<file path="config.mk">
export PLATFORM = sky130hd
export DESIGN_NAME = dmarb_top
export DESIGN_NICKNAME = d
export VERILOG_FILES = /design/src/rtl/dmarb_pkg.sv /design/src/rtl/dmarb_sync.sv /design/src/rtl/dmarb_pix_fifo.sv /design/src/rtl/dmarb_fetch_addr.sv /design/src/rtl/dmarb_top.sv
export SDC_FILE = /design/constraint.sdc
export NUM_CORES = 1
export LEC_CHECK = 0
export CAP_MARGIN = 10
export CORE_ASPECT_RATIO = 0.8
export CORE_MARGIN = 5
export CORE_UTILIZATION = 46
export CTS_CLUSTER_DIAMETER = 80
export DETAILED_ROUTE_END_ITERATION = 16
export MAX_ROUTING_LAYER = met4
export PLACE_DENSITY = 0.74
export RECOVER_POWER = 25
export SYNTH_ARGS = -nofsm -noshare
export SYNTH_HDL_FRONTEND = slang
export SYNTH_SLANG_ARGS = --single-unit
</file>
<file path="constraint.sdc">
create_clock -name clk -period 3.2 [get_ports clk]
set_input_delay 0.64 -clock clk [delete_from_list [all_inputs] [get_ports clk]]
set_output_delay 0.64 -clock clk [all_outputs]
set_load 0.02 [all_outputs]
</file>
<file path="src/rtl/dmarb_pkg.sv">
`timescale 1ns/1ps
package dmarb_pkg;
    typedef enum logic [2:0] {
        ST_IDLE     = 3'd0,
        ST_FETCH    = 3'd1,
        ST_CPU_RD   = 3'd2,
        ST_WR_SETUP = 3'd3,
        ST_WR_PULSE = 3'd4,
        ST_WR_HOLD  = 3'd5
    } arb_state_t;
endpackage

</file>
<file path="src/rtl/dmarb_sync.sv">
`timescale 1ns/1ps
module dmarb_sync #(
    parameter int               WIDTH   = 3,
    parameter int               STAGES  = 2,
    parameter logic [WIDTH-1:0] RST_VAL = '1
) (
    input  logic             clk,
    input  logic             rst_n,
    input  logic [WIDTH-1:0] d,
    output logic [WIDTH-1:0] q
);
    logic [WIDTH-1:0] chain [STAGES];

    always_ff @(posedge clk or negedge rst_n) begin
        if (!rst_n) begin
            for (int i = 0; i < STAGES; i++) chain[i] <= RST_VAL;
        end else begin
            chain[0] <= d;
            for (int i = 1; i < STAGES; i++) chain[i] <= chain[i-1];
        end
    end

    assign q = chain[STAGES-1];
endmodule

</file>
<file path="src/rtl/dmarb_pix_fifo.sv">
`timescale 1ns/1ps
module dmarb_pix_fifo #(
    parameter int DW    = 16,
    parameter int DEPTH = 8
) (
    input  logic          clk,
    input  logic          rst_n,
    input  logic          push,
    input  logic [DW-1:0] wdata,
    input  logic          pop,
    output logic [DW-1:0] rdata,
    output logic          empty,
    output logic          full
);
    localparam int PW = (DEPTH > 1) ? $clog2(DEPTH) : 1;
    localparam int CW = $clog2(DEPTH + 1);
    localparam logic [PW-1:0] LAST_SLOT = PW'(DEPTH - 1);

    logic [DW-1:0] slots [DEPTH];
    logic [PW-1:0] wr_ptr, rd_ptr;
    logic [CW-1:0] count;
    logic          pop_ok;

    assign empty  = (count == '0);
    assign full   = (count == CW'(DEPTH));
    assign pop_ok = pop && !empty;
    assign rdata  = slots[rd_ptr];

    always_ff @(posedge clk) begin
        if (push) slots[wr_ptr] <= wdata;
    end

    always_ff @(posedge clk or negedge rst_n) begin
        if (!rst_n) begin
            wr_ptr <= '0;
            rd_ptr <= '0;
            count  <= '0;
        end else begin
            if (push)   wr_ptr <= (wr_ptr == LAST_SLOT) ? '0 : wr_ptr + 1'b1;
            if (pop_ok) rd_ptr <= (rd_ptr == LAST_SLOT) ? '0 : rd_ptr + 1'b1;
            unique case ({push, pop_ok})
                2'b10:   count <= count + 1'b1;
                2'b01:   count <= count - 1'b1;
                default: count <= count;
            endcase
        end
    end

    // the arbiter never writes into a full queue
    p_no_overflow_r2: assert property (@(posedge clk) disable iff (!rst_n)
        push |-> !full);
    // occupancy never exceeds the depth
    p_count_bound_r2: assert property (@(posedge clk) disable iff (!rst_n)
        count <= CW'(DEPTH));
    // a pop on an empty queue leaves it empty
    p_empty_pop_r10: assert property (@(posedge clk) disable iff (!rst_n)
        (pop && empty && !push) |=> empty);
endmodule

</file>
<file path="src/rtl/dmarb_fetch_addr.sv">
`timescale 1ns/1ps
module dmarb_fetch_addr #(
    parameter int AW       = 18,
    parameter int FB_BASE  = 0,
    parameter int FB_WORDS = 76800
) (
    input  logic          clk,
    input  logic          rst_n,
    input  logic          reload,
    input  logic          advance,
    output logic [AW-1:0] ptr
);
    localparam logic [AW-1:0] BASE_A = AW'(FB_BASE);
    localparam logic [AW-1:0] LAST_A = AW'(FB_BASE + FB_WORDS - 1);

    always_ff @(posedge clk or negedge rst_n) begin
        if (!rst_n)       ptr <= BASE_A;
        else if (reload)  ptr <= BASE_A;
        else if (advance) ptr <= (ptr == LAST_A) ? BASE_A : ptr + 1'b1;
    end

    // the prefetch address stays inside the frame window
    p_ptr_window_r3: assert property (@(posedge clk) disable iff (!rst_n)
        (ptr >= BASE_A) && (ptr <= LAST_A));
    // a frame-start pulse brings the pointer back to the base
    p_reload_base_r4: assert property (@(posedge clk) disable iff (!rst_n)
        reload |=> (ptr == BASE_A));
endmodule

</file>
<file path="src/rtl/dmarb_top.sv">
`timescale 1ns/1ps
module dmarb_top
    import dmarb_pkg::*;
#(
    parameter int AW          = 18,
    parameter int DW          = 16,
    parameter int FIFO_DEPTH  = 8,
    parameter int FB_BASE     = 0,
    parameter int FB_WORDS    = 76800,
    parameter int SYNC_STAGES = 2
) (
    input  logic          clk,
    input  logic          rst_n,
    input  logic          mcu_cs_n,
    input  logic          mcu_rd_n,
    input  logic          mcu_wr_n,
    input  logic [AW-1:0] mcu_addr,
    input  logic [DW-1:0] mcu_wdata,
    output logic [DW-1:0] mcu_rdata,
    output logic          mcu_rdata_oe,
    output logic [AW-1:0] sram_addr,
    output logic [DW-1:0] sram_wdata,
    output logic          sram_wdata_oe,
    input  logic [DW-1:0] sram_rdata,
    output logic          sram_oe_n,
    output logic          sram_we_n,
    input  logic          frame_start,
    input  logic          pix_pop,
    output logic [DW-1:0] pix_data,
    output logic          pix_empty,
    output logic          underrun
);
    localparam int STROBES = 3;

    arb_state_t           state_q, state_d;
    logic [STROBES-1:0]   strobe_raw, strobe_s;
    logic                 rd_req, wr_req, cpu_pending, cpu_grant;
    logic                 cpu_done_q;
    logic [AW-1:0]        cpu_addr_q, fetch_ptr;
    logic [DW-1:0]        cpu_wdata_q, rd_hold_q;
    logic                 fifo_push, fifo_empty, fifo_full;
    logic                 fetch_adv, rd_capture;

    // ---- strobe synchroniser: {cs_n, rd_n, wr_n}
    assign strobe_raw = {mcu_cs_n, mcu_rd_n, mcu_wr_n};

    dmarb_sync #(
        .WIDTH  (STROBES),
        .STAGES (SYNC_STAGES),
        .RST_VAL({STROBES{1'b1}})
    ) u_sync (
        .clk  (clk),
        .rst_n(rst_n),
        .d    (strobe_raw),
        .q    (strobe_s)
    );

    assign rd_req      = !strobe_s[2] && !strobe_s[1];
    assign wr_req      = !strobe_s[2] && !strobe_s[0] && strobe_s[1];
    assign cpu_pending = (rd_req || wr_req) && !cpu_done_q;
    assign cpu_grant   = (state_q == ST_IDLE) && !fifo_empty && cpu_pending;

    // ---- state register
    always_ff @(posedge clk or negedge rst_n) begin
        if (!rst_n) state_q <= ST_IDLE;
        else        state_q <= state_d;
    end

    // ---- next-state logic
    always_comb begin
        state_d = state_q;
        unique case (state_q)
            ST_IDLE: begin
                if (fifo_empty)       state_d = ST_FETCH;
                else if (cpu_pending) state_d = rd_req ? ST_CPU_RD : ST_WR_SETUP;
                else if (!fifo_full)  state_d = ST_FETCH;
                else                  state_d = ST_IDLE;
            end
            ST_FETCH:    state_d = ST_IDLE;
            ST_CPU_RD:   state_d = ST_IDLE;
            ST_WR_SETUP: state_d = ST_WR_PULSE;
            ST_WR_PULSE: state_d = ST_WR_HOLD;
            ST_WR_HOLD:  state_d = ST_IDLE;
            default:     state_d = ST_IDLE;
        endcase
    end

    // ---- outputs decoded from the current state
    always_comb begin
        sram_oe_n     = 1'b1;
        sram_we_n     = 1'b1;
        sram_wdata_oe = 1'b0;
        sram_addr     = cpu_addr_q;
        fetch_adv     = 1'b0;
        fifo_push     = 1'b0;
        rd_capture    = 1'b0;
        unique case (state_q)
            ST_IDLE: ;
            ST_FETCH: begin
                sram_oe_n = 1'b0;
                sram_addr = fetch_ptr;
                fetch_adv = 1'b1;
                fifo_push = 1'b1;
            end
            ST_CPU_RD: begin
                sram_oe_n  = 1'b0;
                rd_capture = 1'b1;
            end
            ST_WR_SETUP: sram_wdata_oe = 1'b1;
            ST_WR_PULSE: begin
                sram_wdata_oe = 1'b1;
                sram_we_n     = 1'b0;
            end
            ST_WR_HOLD:  sram_wdata_oe = 1'b1;
            default: ;
        endcase
    end

    assign sram_wdata   = cpu_wdata_q;
    assign mcu_rdata    = rd_hold_q;
    assign mcu_rdata_oe = !mcu_cs_n && !mcu_rd_n;

    // ---- bus-side datapath
    always_ff @(posedge clk or negedge rst_n) begin
        if (!rst_n) begin
            cpu_addr_q  <= '0;
            cpu_wdata_q <= '0;
            rd_hold_q   <= '0;
            cpu_done_q  <= 1'b0;
        end else begin
            if (cpu_grant) begin
                cpu_addr_q  <= mcu_addr;
                cpu_wdata_q <= mcu_wdata;
            end
            if (rd_capture) rd_hold_q <= sram_rdata;
            if (!(rd_req || wr_req))
                cpu_done_q <= 1'b0;
            else if (state_q == ST_CPU_RD || state_q == ST_WR_HOLD)
                cpu_done_q <= 1'b1;
        end
    end

    // ---- underrun flag
    always_ff @(posedge clk or negedge rst_n) begin
        if (!rst_n)                      underrun <= 1'b0;
        else if (frame_start)            underrun <= 1'b0;
        else if (pix_pop && fifo_empty)  underrun <= 1'b1;
    end

    dmarb_fetch_addr #(
        .AW      (AW),
        .FB_BASE (FB_BASE),
        .FB_WORDS(FB_WORDS)
    ) u_fetch (
        .clk    (clk),
        .rst_n  (rst_n),
        .reload (frame_start),
        .advance(fetch_adv),
        .ptr    (fetch_ptr)
    );

    dmarb_pix_fifo #(
        .DW   (DW),
        .DEPTH(FIFO_DEPTH)
    ) u_fifo (
        .clk  (clk),
        .rst_n(rst_n),
        .push (fifo_push),
        .wdata(sram_rdata),
        .pop  (pix_pop),
        .rdata(pix_data),
        .empty(fifo_empty),
        .full (fifo_full)
    );

    assign pix_empty = fifo_empty;

    // the write enable is low for a single cycle
    p_we_single_r8: assert property (@(posedge clk) disable iff (!rst_n)
        !sram_we_n |=> sram_we_n);
    // address and data are already settled when the write enable falls
    p_we_stable_r8: assert property (@(posedge clk) disable iff (!rst_n)
        !sram_we_n |-> ($stable(sram_addr) && $stable(sram_wdata) && sram_wdata_oe));
    // a write and an output enable never overlap
    p_oe_we_excl_r8: assert property (@(posedge clk) disable iff (!rst_n)
        !(!sram_we_n && !sram_oe_n));
    // frame start clears the underrun flag
    p_underrun_clear_r4: assert property (@(posedge clk) disable iff (!rst_n)
        frame_start |=> !underrun);
    // a pop on an empty queue raises the underrun flag
    p_underrun_set_r10: assert property (@(posedge clk) disable iff (!rst_n)
        (pix_pop && pix_empty && !frame_start) |=> underrun);
    // an empty queue is refilled before any bus access is started
    p_empty_first_r5: assert property (@(posedge clk) disable iff (!rst_n)
        (state_q == ST_IDLE && pix_empty) |=> (state_q == ST_FETCH));
endmodule

</file>
==> flow_summary.yaml <==
outcome:
  status: "finished with violations"
  violations: "capacitance limit, slew limit"
floorplan:
  die_x_microns: 165
  die_h_microns: 134
  ios: 129
  core_area_sq_um: 19000
  design.die.area_sq_um: 22100
  num_rows: 45
  start_util_pct: 46.7
routing:
  routedWlPerCell_microns: 18.5
  antenna_left: 0
  drc: 0
  vias: 5188
  drt-pass1-iter-count: 4
  drtIter0Drc: 287
  wl_microns: 18200
  routed_via_density: 5.29
critical_path:
  path_class: "flop to output port"
  crit_buf_inv: 2
  required_ns: 2.56
  startpoint_type: "flop"
  cp_top_family: "multiplexers"
  path_cells: "buf_12 -> mux4_2 -> mux2_2 -> clkdlybuf4s50_1"
  cp-end-kind: "output port"
  worstPathMaxFanout: 20
  cp_slowest_stage_delay_ns: 0.54
  cp_slowest_cell: "clkdlybuf4s50_1"
  worstPathArrival_ns: 2.47
timing:
  finalHoldViolCount: 0
  skew_ns: 0.0170
  tns_ns: 0
  fin_crit_sh_pct: 97.2
  fin_crit_ns: 3.11
  slew_headroom_pct: -9.43
  finalWorstSetupSlack_ns: 0.0882
  setup_viol: 0
  max_freq_mhz: 321
  maxSlewViolCount: 66
  tightest_slew_ns: 1.64
logic_synthesis:
  synth_flop_cell: "edfxtp_1"
  synth_area_leaders: "edfxtp_1 43%, dfrtp_1 23%, mux2_2 8.8%"
  avgSynthCellArea_sq_um: 16.1
  ys_seq_elements: 217
  synth_area_sq_um: 8850
  yosys_warnings: 0
  yosysTopAreaCellShare_pct: 43.4
  synth_nets: 616
  ys_seq_area_share_pct: 68.6
  synth_edf_count: 128
  synth_cell_types: 45
  yosys.area.top_type: "edfxtp_1"
  synthArstFlopShare_pct: 41.0
  netlist_instances: 551
clock_tree:
  clock_latency_ns: 0.50
  hold_buffers: 0
  cts_buffers: 22
  clk_path_buf_depth: 3
  clockRootBuffer: "clkbuf_16"
  cts_tree: "yes"
  htree_levels: 1
  path_clk_slew_ns: 0.06
  cts_sinks: 217
placement:
  place_congestion: 0.814
  hpwl_microns: 12300
  dp_slack_ns: 0.429
  io_buffer_count: 128
  dp.cells: 938
pwr:
  switching_share_pct: 32.3
  power.internal_mw: 7.70
  power.switching_mw: 3.68
  p_leak_nw: 4.33
  peakVddDrop_mv: 0.630
  pwr-share-comb_pct: 40.4
  p_clk_share_pct: 24.1
  p_per_area_nw_per_um2: 991
  p_seq_share_pct: 35.5
cells_and_area:
  fin_cells: 981
  mostFrequentLayoutCell: "edfxtp_1"
  drive_above_1_share_pct: 25.3
  final_util_pct: 60.5
  syn_to_final_growth_pct: 29.7
  nets: 771
  layout_common_cells: "128 x edfxtp_1, 107 x clkdlybuf4s50_1, 82 x dfrtp_1, 76 x nand2_1, 69 x mux2_2"
flow_run:
  cap_violations: 1
global_routing:
  grt_max_degree: 66
  grt_pass1_wl_microns: 29200
  grtUsageTotal_pct: 17.1
  antenna_found_initial: 1
  overflow: 0
  grt_pass1_vias: 5519
hold_path:
  min_path_type: "flop to flop"
-- sequential cells by signal (all words and copies together) (netlist names) --
| name | flops |
|---|---|
| cpu_addr_q | 18 |
| cpu_done_q | 1 |
| mcu_rdata | 16 |
| sram_wdata | 16 |
| state_q | 3 |
| u_fetch.ptr | 18 |
| u_fifo.count | 4 |
| u_fifo.rd_ptr | 3 |
| u_fifo.slots | 128 |
| u_fifo.wr_ptr | 3 |
| u_sync.chain | 3 |
| u_sync.q | 3 |
| underrun | 1 |
-- routing by layer --
layer / vias to the layer above / track usage [%] / share of wire [%]
met2: 151 / 26.9 / 49
li1: 2398 / - / -
met4: 0 / 3.37 / 1.8
met5: - / - / 0
met3: 27 / 3.72 / 5.9
met1: 2612 / 23.5 / 44
-- worst reg2reg max path, cell delays in order, from the launching register on --
cell      delay [ns]
dfrtp_1         0.42
nor3_1          0.32
nand2b_1        0.15
nand2_1         0.23
inv_1           0.11
ha_1            0.27
xor2_1          0.18
ha_1            0.18
a21oi_1         0.17
xor2_1          0.16
nor2_1          0.07
xor2_1          0.14
-- through the flow --
step	cell area [sq um]	total power [mW]	hold WS, ns
floorplan	8870	6.76	0.344
global placement	10600	8.60	0.347
detailed placement	10600	8.73	0.347
CTS	11500	11.6	0.278
global route	11500	12.0	0.357
finish	11500	11.4	0.356
-- path summary, 6_finish.rpt --
kind,start,endpoint,slack (ns),cells past startpoint
setup / recovery,u_fifo.rd_ptr[0],pix_data[15],0.09,4
hold / removal,u_sync.chain[4],u_sync.q[1],0.36,0
max in group asynchronous,rst_n,u_fifo.rd_ptr[0],1.54,1
min in group asynchronous,rst_n,cpu_addr_q[9],0.57,1
setup reg to reg,u_fifo.count[0],u_fifo.count[2],0.67,11
hold reg to reg,u_sync.chain[4],u_sync.q[1],0.36,0
-- kinds of logic after synthesis --
| kind of cell | share of synthesized area [%] |
|---|---|
| DFF | 68.6 |
| and+or+nand+nor | 8.61 |
| muxes | 17.0 |
| AOI/OAI and AO/OA | 2.22 |
| buffers and inverters | 1.38 |
| xor gates and xnor gates | 0.989 |
| adders and majority gates | 1.13 |
-- what timing repair did --
item                       in CTS  in global routing
gates resized for setup         0                 12
cloned                          0                  0
buffers inserted                2                  0
setup endpoints to repair      14                 13
-- power groups by stage --
stage	sequential, mW	combinational [mW]	clock, mW
global placement	4.06	4.53	0
global route	4.11	4.95	2.94
finish	4.04	4.60	2.74
CTS	4.04	4.70	2.82
detailed placement	4.10	4.63	0
floorplan	4.22	2.54	0
-- cell usage after synthesis (3+ instances only) --
master and number:
a31oi_1 5, buf_2 8, a21oi_1 7, xor2_1 6
ha_1 8, o31ai_1 3, nand3b_1 5, dfrtp_1 83
nor2_1 21, nand2_1 76, clkbuf_1 12, dfstp_2 6
inv_1 5, o21ai_0 5, nor2b_1 3, nand3_1 15
or3_1 3, xnor2_1 4, nor3_1 10, mux4_2 32
mux2_2 69, nand4_1 4, nor3b_1 3, edfxtp_1 128
-- area by class of cell --
| class | instances | area, sq um |
|---|---|---|
| fillers | 1415 | 7490 |
| flip-flops and latches | 217 | 6080 |
| multi-input cells | 305 | 2720 |
| repair buffers | 154 | 1540 |
| clock buffers | 25 | 583 |
| well taps | 258 | 323 |
| clock inverters | 15 | 209 |
| inverters | 6 | 25.0 |
| diodes | 1 | 2.50 |
Power figures use the tool's default switching activity.
